--- src/rtl/bus_power_gate_pkg.sv ---
package bus_power_gate_pkg;

  // Strobes passed from the sample timer to the datapath.
  typedef struct packed {
    logic sampleTick;  // one-cycle pulse: capture the power input now
  } ctrlStrobes_t;

  // Cycles in one sample period for a given clock and period in ms.
  function automatic int periodCycles(input int clkHz, input int periodMs);
    return (clkHz / 1000) * periodMs;
  endfunction

endpackage

--- src/rtl/bus_power_sample_timer.sv ---
module bus_power_sample_timer
  import bus_power_gate_pkg::*;
#(
  parameter int CLK_HZ    = 50_000_000,
  parameter int PERIOD_MS = 20
) (
  input  logic         clk,
  input  logic         rstN,
  output ctrlStrobes_t strobes
);

  localparam int PERIOD_CYC = periodCycles(CLK_HZ, PERIOD_MS);
  localparam int CNT_W      = (PERIOD_CYC > 1) ? $clog2(PERIOD_CYC) : 1;
  localparam logic [CNT_W-1:0] LAST = CNT_W'(PERIOD_CYC - 1);

  logic [CNT_W-1:0] cycleCnt;
  logic             tickNow;

  // The counter starts at its last value, so the first edge after reset is a sample.
  assign tickNow = (cycleCnt == LAST);

  always_ff @(posedge clk or negedge rstN) begin
    if (!rstN) begin
      cycleCnt <= LAST;
    end else if (tickNow) begin
      cycleCnt <= '0;
    end else begin
      cycleCnt <= cycleCnt + 1'b1;
    end
  end

  always_comb begin
    strobes            = '0;
    strobes.sampleTick = tickNow;
  end

  generate
    if (PERIOD_CYC > 1) begin : gSpacing
      // two samples are never on adjacent cycles when the period is longer than one cycle
      a_r3_tick_spacing: assert property (@(posedge clk) disable iff (!rstN)
        strobes.sampleTick |=> !strobes.sampleTick);
    end
  endgenerate

endmodule

--- src/rtl/bus_power_gate_dp.sv ---
module bus_power_gate_dp
  import bus_power_gate_pkg::*;
#(
  parameter int CFG_W    = 8,
  parameter int KEEP_BIT = 4
) (
  input  logic             clk,
  input  logic             rstN,
  input  ctrlStrobes_t     strobes,
  input  logic             pwrValidIn,
  input  logic [CFG_W-1:0] cfgByte,
  input  logic             suspendIn,
  output logic             pullupEn,
  output logic             ifaceOe,
  output logic             lowPwrOut,
  output logic             lowPwrOe
);

  logic pullupQ;
  logic ifaceOeQ;
  logic lowPwrOeQ;
  logic keepDrive;
  logic unusedCfg;

  assign keepDrive = cfgByte[KEEP_BIT];
  assign unusedCfg = ^cfgByte;

  // Enables move only when the timer says to sample.
  always_ff @(posedge clk or negedge rstN) begin
    if (!rstN) begin
      pullupQ  <= 1'b0;
      ifaceOeQ <= 1'b0;
    end else if (strobes.sampleTick) begin
      pullupQ  <= pwrValidIn;
      ifaceOeQ <= pwrValidIn | keepDrive;
    end
  end

  // The indicator follows the suspend flag and ignores the sample timer.
  always_ff @(posedge clk or negedge rstN) begin
    if (!rstN) begin
      lowPwrOeQ <= 1'b0;
    end else begin
      lowPwrOeQ <= !suspendIn;
    end
  end

  assign pullupEn  = pullupQ;
  assign ifaceOe   = ifaceOeQ;
  assign lowPwrOut = 1'b0;
  assign lowPwrOe  = lowPwrOeQ;

  // after a sample the pull-up follows the sampled input
  a_r4_pullup_follows: assert property (@(posedge clk) disable iff (!rstN)
    strobes.sampleTick |=> (pullupEn == $past(pwrValidIn)));

  // keep-drive clear, so the interface enable matches the pull-up enable
  a_r5_float_without_power: assert property (@(posedge clk) disable iff (!rstN)
    (strobes.sampleTick && !keepDrive) |=> (ifaceOe == pullupEn));

  // keep-drive set, so the interface stays driven
  a_r6_keep_driven: assert property (@(posedge clk) disable iff (!rstN)
    (strobes.sampleTick && keepDrive) |=> ifaceOe);

  // no sample, no change
  a_r7_hold_between: assert property (@(posedge clk) disable iff (!rstN)
    !strobes.sampleTick |=> ($stable(pullupEn) && $stable(ifaceOe)));

  // the indicator output enable is the inverse of last cycle's suspend flag
  a_r8_lowpwr_track: assert property (@(posedge clk) disable iff (!rstN)
    1'b1 |=> (lowPwrOe == !$past(suspendIn)));

  // the indicator drive value is always low
  a_r8_lowpwr_level: assert property (@(posedge clk) disable iff (!rstN)
    lowPwrOut == 1'b0);

endmodule

--- src/rtl/bus_power_gate.sv ---
module bus_power_gate
  import bus_power_gate_pkg::*;
#(
  parameter int CLK_HZ    = 50_000_000,
  parameter int PERIOD_MS = 20,
  parameter int KEEP_BIT  = 4
) (
  input  logic       clk,
  input  logic       rstN,
  input  logic       pwrValidIn,
  input  logic [7:0] cfgByte,
  input  logic       suspendIn,
  output logic       pullupEn,
  output logic       ifaceOe,
  output logic       lowPwrOut,
  output logic       lowPwrOe
);

  ctrlStrobes_t strobes;

  bus_power_sample_timer #(
    .CLK_HZ   (CLK_HZ),
    .PERIOD_MS(PERIOD_MS)
  ) timer_i (
    .clk    (clk),
    .rstN   (rstN),
    .strobes(strobes)
  );

  bus_power_gate_dp #(
    .CFG_W   (8),
    .KEEP_BIT(KEEP_BIT)
  ) dp_i (
    .clk       (clk),
    .rstN      (rstN),
    .strobes   (strobes),
    .pwrValidIn(pwrValidIn),
    .cfgByte   (cfgByte),
    .suspendIn (suspendIn),
    .pullupEn  (pullupEn),
    .ifaceOe   (ifaceOe),
    .lowPwrOut (lowPwrOut),
    .lowPwrOe  (lowPwrOe)
  );

endmodule

--- config.mk ---
export PLATFORM = sky130hd
export DESIGN_NAME = bus_power_gate
export DESIGN_NICKNAME = d
export VERILOG_FILES = /design/src/rtl/bus_power_gate_pkg.sv /design/src/rtl/bus_power_sample_timer.sv /design/src/rtl/bus_power_gate_dp.sv /design/src/rtl/bus_power_gate.sv
export SDC_FILE = /design/constraint.sdc
export NUM_CORES = 1
export LEC_CHECK = 0
export BUFFER_PORTS_ARGS = -buffer_cell sky130_fd_sc_hd__buf_4
export CAP_MARGIN = 20
export CORE_MARGIN = 5
export CORE_UTILIZATION = 54
export CTS_CLUSTER_SIZE = 8
export DETAILED_ROUTE_END_ITERATION = 10
export HOLD_SLACK_MARGIN = 0.15
export PLACE_DENSITY = 0.78
export SKIP_CTS_REPAIR_TIMING = 1
export SYNTH_ARGS = -nofsm -noshare
export SYNTH_HDL_FRONTEND = slang
export SYNTH_SLANG_ARGS = --single-unit
--- constraint.sdc ---
create_clock -name clk -period 2.4 [get_ports clk]
set_clock_uncertainty 0.05 [all_clocks]
set_input_delay 0.24 -clock clk [delete_from_list [all_inputs] [get_ports clk]]
set_output_delay 0.24 -clock clk [all_outputs]
set_load 0.01 [all_outputs]
# ---- Word-level counts from Yosys, hierarchy flattened
# Cells that the tools add are included.
dict set report totals {
  output_inout_bits 4
  input_bits 12
  wordCells 9
  regBits 23
}
dict set report classes {
  eq_ne 1
  n_mux 1
  add_sub_neg 1
  bitwise 1
  reduce_logical 1
}
# op n
set ops {}
lappend ops {{adder 20 x 1 -> 20 bit (second input constant)} 1}
lappend ops {{equality test 20 bit (second input constant)} 1}
lappend ops {{2-to-1 mux 20 bit} 1}
lappend ops {{zero test 1 bit} 1}
lappend ops {{OR 1 bit} 1}

# ---- Longest topological paths before layout
# Gate-level depths: netlist of run 1.
dict set report depth {
  depth_word 2
  ltp_mapped 5
  depth_no_buf 5
}

# ---- Modules after synthesis
# A second synthesis of run 1 with hierarchy kept.
dict set report hier_totals {
  cells_unflattened 107
  hier_area_um2 1178.6
}
# mod seq_area_each_um2 area_each_um2 cells_per_inst instances
set modules_own_cells {}
lappend modules_own_cells {bus_power_sample_timer 515.5 1061.0 97 1}
lappend modules_own_cells {bus_power_gate_dp 75.1 117.6 10 1}

# ---- Worst setup path before layout of run 1
# Ideal clock, no wire load.
dict set report synth_path {
  kind {flip-flop to flip-flop}
  startpoint {register timer_i.cycleCnt[9]}
  endpoint {register dp_i.pullupQ (netlist: dp_i.pullupEn)}
  required_ns 2.225
  n_path_buf 0
  t_arrival_ns 1.654
  path_slack_ns 0.571
  path_stages_with_launch 5
  cell_sequence {dfstp_2 > nor4b_1 > nand4b_1 > nor4_2 > mux2_2}
}
dict set report synth_between {
  elab_chain_len 1
}
# element line
set synth_lines {}
lappend synth_lines {{start, declared} bus_power_sample_timer.sv:16} ;# logic [CNT_W-1:0] cycleCnt;
lappend synth_lines {{start signal, assigned} bus_power_sample_timer.sv:28} ;# cycleCnt <= cycleCnt + 1'b1;
lappend synth_lines {{equality test 20 bit} bus_power_sample_timer.sv:20} ;# assign tickNow = (cycleCnt == LAST);
lappend synth_lines {{end signal, assigned} bus_power_gate_dp.sv:34} ;# pullupQ <= pwrValidIn;
lappend synth_lines {{end, declared} bus_power_gate_dp.sv:19} ;# logic pullupQ;
# No other way between the ends.
# A chain may end at the register's enable or synchronous reset.

# ---- Worst setup path after layout of run 1
# Ends and elaborated chain as after synthesis.

==> results of run 1 <==
critical path, cell delays in order (launching register included):
cell and delay, ns:
dfstp_2 0.59, nor4b_1 0.29, nand4b_1 0.21, nor4_2 0.47, mux2_2 0.38
final cells by class:
type,instances,area share
clock buffer,3,0.01815
clock inverter,1,0.006048
inverter,2,0.006048
multi-input combinational,74,0.3881
sequential,23,0.4758
tap,27,0.02722
timing repair buffer,12,0.07863
per-layer routing:
metal | track usage | up-vias | wire length [um]
met3 | 0.05094 | 4 | 63
met4 | 0.09717 | 0 | 49
li1 | - | 378 | -
met1 | 0.1764 | 359 | 839
met2 | 0.2539 | 10 | 909
met5 | 0 | - | 0
path summary, 6_finish.rpt:
kind | slack (ns) | cells after the start | end
hold / removal | 0.14 | 3 | dp_i.ifaceOe
hold reg to reg | 0.48 | 1 | timer_i.cycleCnt[15]
setup reg to reg | 0.31 | 4 | dp_i.pullupEn
setup / recovery | 0.31 | 4 | dp_i.pullupEn
min in group asynchronous | 0.27 | 2 | timer_i.cycleCnt[15]
max in group asynchronous | 1.75 | 2 | timer_i.cycleCnt[18]
registers in the layout, summed over array words and instances, names as in the netlist:
register and flops:
dp_i.ifaceOe 1, timer_i.cycleCnt 20, dp_i.pullupEn 1, dp_i.lowPwrOe 1
logic make-up (layout without fill, tap and decap cells):
logic type | after synthesis | in the layout | share of synthesized area
buffers and inverters | 4 | 18 | 0.02392
flip-flops | 23 | 23 | 0.5376
adder cells (fa/ha/maj) | 1 | 1 | 0.01139
AND/OR/NAND/NOR | 51 | 51 | 0.2620
multiplexers | 3 | 3 | 0.02847
AO/OA/AOI/OAI | 4 | 4 | 0.02164
other | 1 | 1 | 0.003414
XOR/XNOR | 14 | 14 | 0.1116
cell usage after synthesis:
cell type / n
dfrtp_1: 11
buf_4: 1
nor2b_1: 1
nand4_4: 1
nor2_1: 15
a21oi_2: 1
nand4b_1: 1
nand2_1: 8
nand4_2: 1
or3_1: 1
nor4b_1: 1
and3_1: 3
or4_4: 1
inv_1: 2
o21ai_0: 3
xor2_1: 8
nand4_1: 2
buf_6: 1
nand3_1: 6
nor3_1: 4
nor4_2: 1
ha_1: 1
xnor2_1: 6
mux2i_1: 2
mux2_2: 1
dfstp_2: 12
nor4_1: 4
conb_1: 1
or3_2: 1
power breakdown:
part	leakage, nW	internal (mW)	total (mW)	switching, mW
combinational	0.234	0.00871	0.0194	0.0106
sequential	0.271	0.390	0.390	0.000277
clock	0.0139	0.0639	0.186	0.122
stage by stage:
step	cell area, um2	hold WS, ns	setup slack (ns)
floorplan	1099	-0.1056	0.5713
global placement	1181	0.09534	0.3851
detailed placement	1181	0.09879	0.3125
CTS	1211	-0.2792	0.2865
global route	1241	0.1696	0.1353
finish	1241	0.1394	0.3122
==> results.tsv, run 1 <==
stage	metric	value	unit
sta	worst-slew-pin-transition	0.6004	ns
flow_run	drv_cap	0	
setup_path	crit_type	reg -> reg	
floorplanning	die_h	55.11	um
route	dr.pass1.iters	4	
setup_path	r2r-start	timer_i.cycleCnt[9]	
finish	finish.utilization	0.6392	
finish	syn_to_final_growth	12.98	%
place	io_buffers	7	
pwr	finalPower	0.5949	mW
clocking	clkSinkCount	23	
global_routing	grt-ovfl-total	0	
clocking	cts-root-buf	clkbuf_4	
global_routing	grt_max_degree	24	
setup_path	cp-end-kind	flop	
floorplanning	pin_count	16	
setup_path	crit_fanout	4	
finish	final_common_cell	nor2_1	
yosys	yosys.area.top_type_share	0.2870	
floorplanning	start_util	0.5657	
sta	slew_headroom	0.5961	
clocking	cts_max_level	1	
clocking	cts_buffer_depth	2	
route	wire_per_inst	13.11	um
yosys	synthCells	101	
finish	instances_no_fill	142	
clocking	clk_pin_slew	0.13	ns
yosys	yosysWarnings	0	
global_routing	grt_pass1_vias	723	
route	vias	751	
worst_hold_path	min_from	cfgByte[4]	
yosys	post_synth_num_cell_types	29	
worst_hold_path	hp-class	in -> reg	
run_status	status	finished clean	
finish	layout_common_cells	nor2_1, dfstp_2, dfrtp_1, buf_4	
finish	finish.net_count	129	
route	drtIter0Drc	5	
floorplanning	die_w	55.11	um
global_routing	antenna_found_initial	0	
place	place_inst	135	
place	finalWeightedCongestion	0.8365	
route	avgViaCountPerCell	5.289	
route	ant_nets	0	
route	route.detailed.drc	0	
sta	finalSetupViolations	0	
route	drt-total-wl	1861	um
yosys	ys_seq_elements	23	
global_routing	track_usage	0.1563	
finish	drive_gt1_frac	0.2783	
yosys	syn-num-nets	114	
finish	fillCellCount	176	
sta	period_share	0.8699	
pwr	leakage	0.5189	nW
sta	finalSetupTns	0	ns
sta	final.min_clock_period	2.088	ns
yosys	syn_avg_cell_area	10.88	um2
sta	slew_viol_final	0	
sta	grt_setup_unrepaired	no	
clocking	cts_made_buffers	3	
setup_path	startpoint_type	flop	
floorplanning	placementRows	16	
yosys	yosysTopAreaCell	dfstp_2	
setup_path	crit_path_start	timer_i.cycleCnt[9]	
clocking	insertion_delay	0.33	ns
pwr	ir_worst_vdd	0.4746	mV
setup_path	cp.required	2.58	ns
yosys	synth_area	0.001099	mm2
yosys	seq_area_frac_synth	0.5376	
yosys	synth_area_leaders	dfstp_2, dfrtp_1, xor2_1, nor2_1, xnor2_1	
finish	diodes	0	
floorplanning	die-area	0.003037	mm2
global_routing	grt_pass1_wl	3180	um
finish	multiInputGateArea	481.7	um2
sta	finalHoldViolCount	0	
finish	seqCellArea	590.6	um2
floorplanning	core_area	0.001942	mm2
clocking	cts_tree	built	
setup_path	critical_path_arrival	2.27	ns
sta	max_freq	479.0	MHz
pwr	power_density	479.3	mW/mm2
place	hpwlAfterDp	1323	um
Note: power is estimated with default switching activity, not from simulation.
==> inputs of run 2 (changes only) <==
--- a/config.mk
+++ b/config.mk
@@ -5,14 +5,15 @@
 export SDC_FILE = /design/constraint.sdc
 export NUM_CORES = 1
 export LEC_CHECK = 0
+export ABC_AREA = 1
 export BUFFER_PORTS_ARGS = -buffer_cell sky130_fd_sc_hd__buf_4
 export CAP_MARGIN = 20
 export CORE_MARGIN = 5
-export CORE_UTILIZATION = 54
+export CORE_UTILIZATION = 57
 export CTS_CLUSTER_SIZE = 8
 export DETAILED_ROUTE_END_ITERATION = 10
 export HOLD_SLACK_MARGIN = 0.15
-export PLACE_DENSITY = 0.78
+export PLACE_DENSITY = 0.8
 export SKIP_CTS_REPAIR_TIMING = 1
 export SYNTH_ARGS = -nofsm -noshare
 export SYNTH_HDL_FRONTEND = slang
==> constraint.sdc (replaced) <==
create_clock -name clk -period 2.4 [get_ports clk]
set_clock_uncertainty 0.05 [all_clocks]
set_input_delay 0.48 -clock clk [delete_from_list [all_inputs] [get_ports clk]]
set_output_delay 0.48 -clock clk [all_outputs]
set_load 0.01 [all_outputs]
==> run 2 against run 1 <==
First-iteration DRC count increased to 5.4 times the previous value. Worst setup slack improved by 0.47 ns. Combinational power decreased by 15%. Die area increased by 13%. Synthesized cell count increased by 68%. Core utilization increased by 1.7 points. Final cell count increased by 47%. Largest cell class is now multi-input combinational cells. Highest routed layer unchanged. Power increased by 0.25%. Sequential power about the same. Clock-buffer cell count unchanged. Fmax increased by 29%.
==> results.tsv, run 2 <==
stage	metric	value	unit	change
yosys	ys_seq_elements	23		unchanged
finish	largest_reg_flops	20		unchanged
global_routing	antenna_found_initial	0		unchanged
route	dr.pass1.iters	4		unchanged
setup_path	reg2reg_depth	8		was 4
clocking	cts-root-buf	clkbuf_4		unchanged
setup_path	critical_path_arrival	1.80	ns	was 2.27 ns
setup_path	crit_type	reg -> reg		unchanged
floorplanning	die_w	58.58	um	was 55.11 um
yosys	yosysWarnings	0		unchanged
floorplanning	start_util	0.6022		was 0.5657
clocking	cts_max_level	1		unchanged
sta	slew_viol_final	0		unchanged
finish	fillCellCount	189		was 176
yosys	synth.most_common_cell	nand2_1		was nor2_1
floorplanning	die-area	0.003431	mm2	was 0.003037 mm2
global_routing	grt-ovfl-total	0		unchanged
place	io_buffers	7		unchanged
place	finalWeightedCongestion	0.8625		was 0.8365
setup_path	cp-end-kind	flop		unchanged
finish	max_flop_register	timer_i.cycleCnt		unchanged
yosys	ys.flop_type	dfstp_2		unchanged
worst_hold_path	holdPathStages	2		was 3
clocking	clk_pin_slew	0.13	ns	about the same
clocking	cts_buffer_depth	2		unchanged
finish	final_common_cell	nand2_1		was nor2_1
sta	grt_setup_unrepaired	no		unchanged
yosys	yosysTopAreaCell	dfstp_2		unchanged
finish	layout_common_cells	nand2_1, nor2_1, inv_1, dfstp_2, dfrtp_1		was nor2_1, dfstp_2, dfrtp_1, buf_4
finish	finish.net_count	195		was 129
sta	finalSetupViolations	0		unchanged
route	ant_nets	0		unchanged
clocking	insertion_delay	0.32	ns	was 0.33 ns
sta	max_freq	618.5	MHz	was 479.0 MHz
floorplanning	pin_count	16		unchanged
pwr	ir_worst_vdd	0.4391	mV	was 0.4746 mV
setup_path	r2r_slack	0.78	ns	was 0.31 ns
sta	period_share	0.6737		was 0.8699
yosys	synthCells	170		was 101
yosys	syn_avg_cell_area	7.912	um2	was 10.88 um2
floorplanning	placementRows	17		was 16
yosys	synth_area	0.001345	mm2	was 0.001099 mm2
worst_hold_path	hp-class	in -> reg		unchanged
finish	diodes	0		unchanged
yosys	synth_edf_count	0		unchanged
finish	seqCellArea	590.6	um2	unchanged
yosys	async_flop_share	1.000		unchanged
sta	finalHoldViolCount	0		unchanged
clocking	cts_tree	built		unchanged
run_status	status	finished clean		unchanged
sta	final.min_clock_period	1.617	ns	was 2.088 ns
yosys	synth_area_leaders	dfstp_2, dfrtp_1, nand2_1, nor2_1, xor2_1		was dfstp_2, dfrtp_1, xor2_1, nor2_1, xnor2_1
setup_path	cp.required	2.58	ns	about the same
global_routing	grt_pass1_vias	1072		was 723
route	vias	1070		was 751
worst_hold_path	min_from	suspendIn		was cfgByte[4]
pwr	leakage	0.6851	nW	was 0.5189 nW
pwr	power_density	407.1	mW/mm2	was 479.3 mW/mm2
yosys	yosys.area.top_type_share	0.2344		was 0.2870
finish	syn_to_final_growth	8.931	%	was 12.98%
route	route.detailed.drc	0		unchanged
global_routing	grt_max_degree	24		unchanged
route	wire_per_inst	12.64	um	was 13.11 um
yosys	syn-num-nets	183		was 114
setup_path	r2r_end	timer_i.cycleCnt[10]		was dp_i.pullupEn
global_routing	track_usage	0.1825		was 0.1563
pwr	finalPower	0.5964	mW	was 0.5949 mW
route	avgViaCountPerCell	5.120		was 5.289
yosys	post_synth_num_cell_types	23		was 29
setup_path	startpoint_type	flop		unchanged
clocking	cts_made_buffers	3		unchanged
yosys	synthTopCellsByCount	nand2_1, nor2_1, inv_1		was nor2_1, dfstp_2, dfrtp_1
finish	drive_gt1_frac	0.2376		was 0.2783
yosys	seq_area_frac_synth	0.4391		was 0.5376
floorplanning	core_area	0.002233	mm2	was 0.001942 mm2
route	drtIter0Drc	27		was 5
global_routing	grt_pass1_wl	4747	um	was 3180 um
setup_path	r2r-start	timer_i.cycleCnt[0]		was timer_i.cycleCnt[9]
finish	multiInputGateArea	656.9	um2	was 481.7 um2
floorplanning	die_h	58.58	um	was 55.11 um
clocking	clkSinkCount	23		unchanged
sta	finalSetupTns	0	ns	unchanged
place	place_ws	0.7942	ns	was 0.3125 ns
setup_path	crit_fanout	4		unchanged
worst_hold_path	hold_end	dp_i.lowPwrOe		was dp_i.ifaceOe
route	drt-total-wl	2641	um	was 1861 um
place	hpwlAfterDp	2072	um	was 1323 um
flow_run	drv_cap	0		unchanged
sta	setup_ws	0.7831	ns	was 0.3122 ns
[run 2: changes by cell type after synthesis, moves of 4 or more]
cell     change
nand2_1     +31
inv_1       +21
nor2_1      +16
xnor2_1      -6
nor2_4       +5
nand2_2      +4
nand3_2      +4
nor2_2       +4
nor4_1       -4
[run 2: cell families after synthesis]
logic type      after synthesis  synth area share
buf+inv                      25           0.07256
fa+ha+maj                     1          0.009301
xor+xnor                     10           0.06511
flops                        23            0.4391
other cells                   1          0.002788
simple gates                106            0.3944
compound gates                4           0.01674
[run 2: final cells by class]
type	instances	share of cell area
clock inverters	1	0.005124
multi-input cells	122	0.4483
inverters	24	0.06149
clock buffers	3	0.01537
repair buffers	8	0.04270
flip-flops and latches	23	0.4031
well taps	28	0.02391
[run 2: per-stage QoR]
stage               hold slack, ns  std cells  area [um2]  utilization
floorplan                   0.1344        170        1345            -
global placement            0.3329        204        1425       0.6381
detailed placement          0.3339        204        1425       0.6381
CTS                       -0.03348        208        1455       0.6515
global route                0.2100        209        1465       0.6560
finish                      0.2299        209        1465       0.6560
[run 2: worst max path at each step]
stage	startpoint	endpoint	slack (ns)	cells past startpoint
global placement	timer_i.cycleCnt[0]	timer_i.cycleCnt[10]	0.84	8
finish	timer_i.cycleCnt[0]	timer_i.cycleCnt[10]	0.78	8
detailed placement	timer_i.cycleCnt[0]	timer_i.cycleCnt[10]	0.79	8
global route	timer_i.cycleCnt[0]	timer_i.cycleCnt[10]	0.62	8
CTS	timer_i.cycleCnt[0]	timer_i.cycleCnt[10]	0.78	8
floorplan	timer_i.cycleCnt[0]	timer_i.cycleCnt[10]	0.95	8
[run 2: report_power, final]
group / leakage [nW] / switching, mW / internal, mW
logic: 0.405 / 0.00996 / 0.00654
clock network: 0.0139 / 0.126 / 0.0638
registers: 0.266 / 0.000371 / 0.390
total: 0.685 / 0.136 / 0.460
[run 2: metal layers]
layer	up-vias	wire [um]	GRT usage	share of wire
met5	-	0	0	0
met4	0	43	0.04531	0.016
li1	541	-	-	-
met3	6	130	0.05702	0.049
met1	497	1200	0.2278	0.45
met2	26	1266	0.3078	0.48
[run 2: worst max-delay path: stages, from the launching register on]
cell and delay [ns]:
dfstp_2 0.57, ha_1 0.21, nand2_1 0.08, nor2_2 0.19, nand2_2 0.11, nor2_1 0.10, inv_1 0.06, o21ai_1 0.11
inv_1 0.05
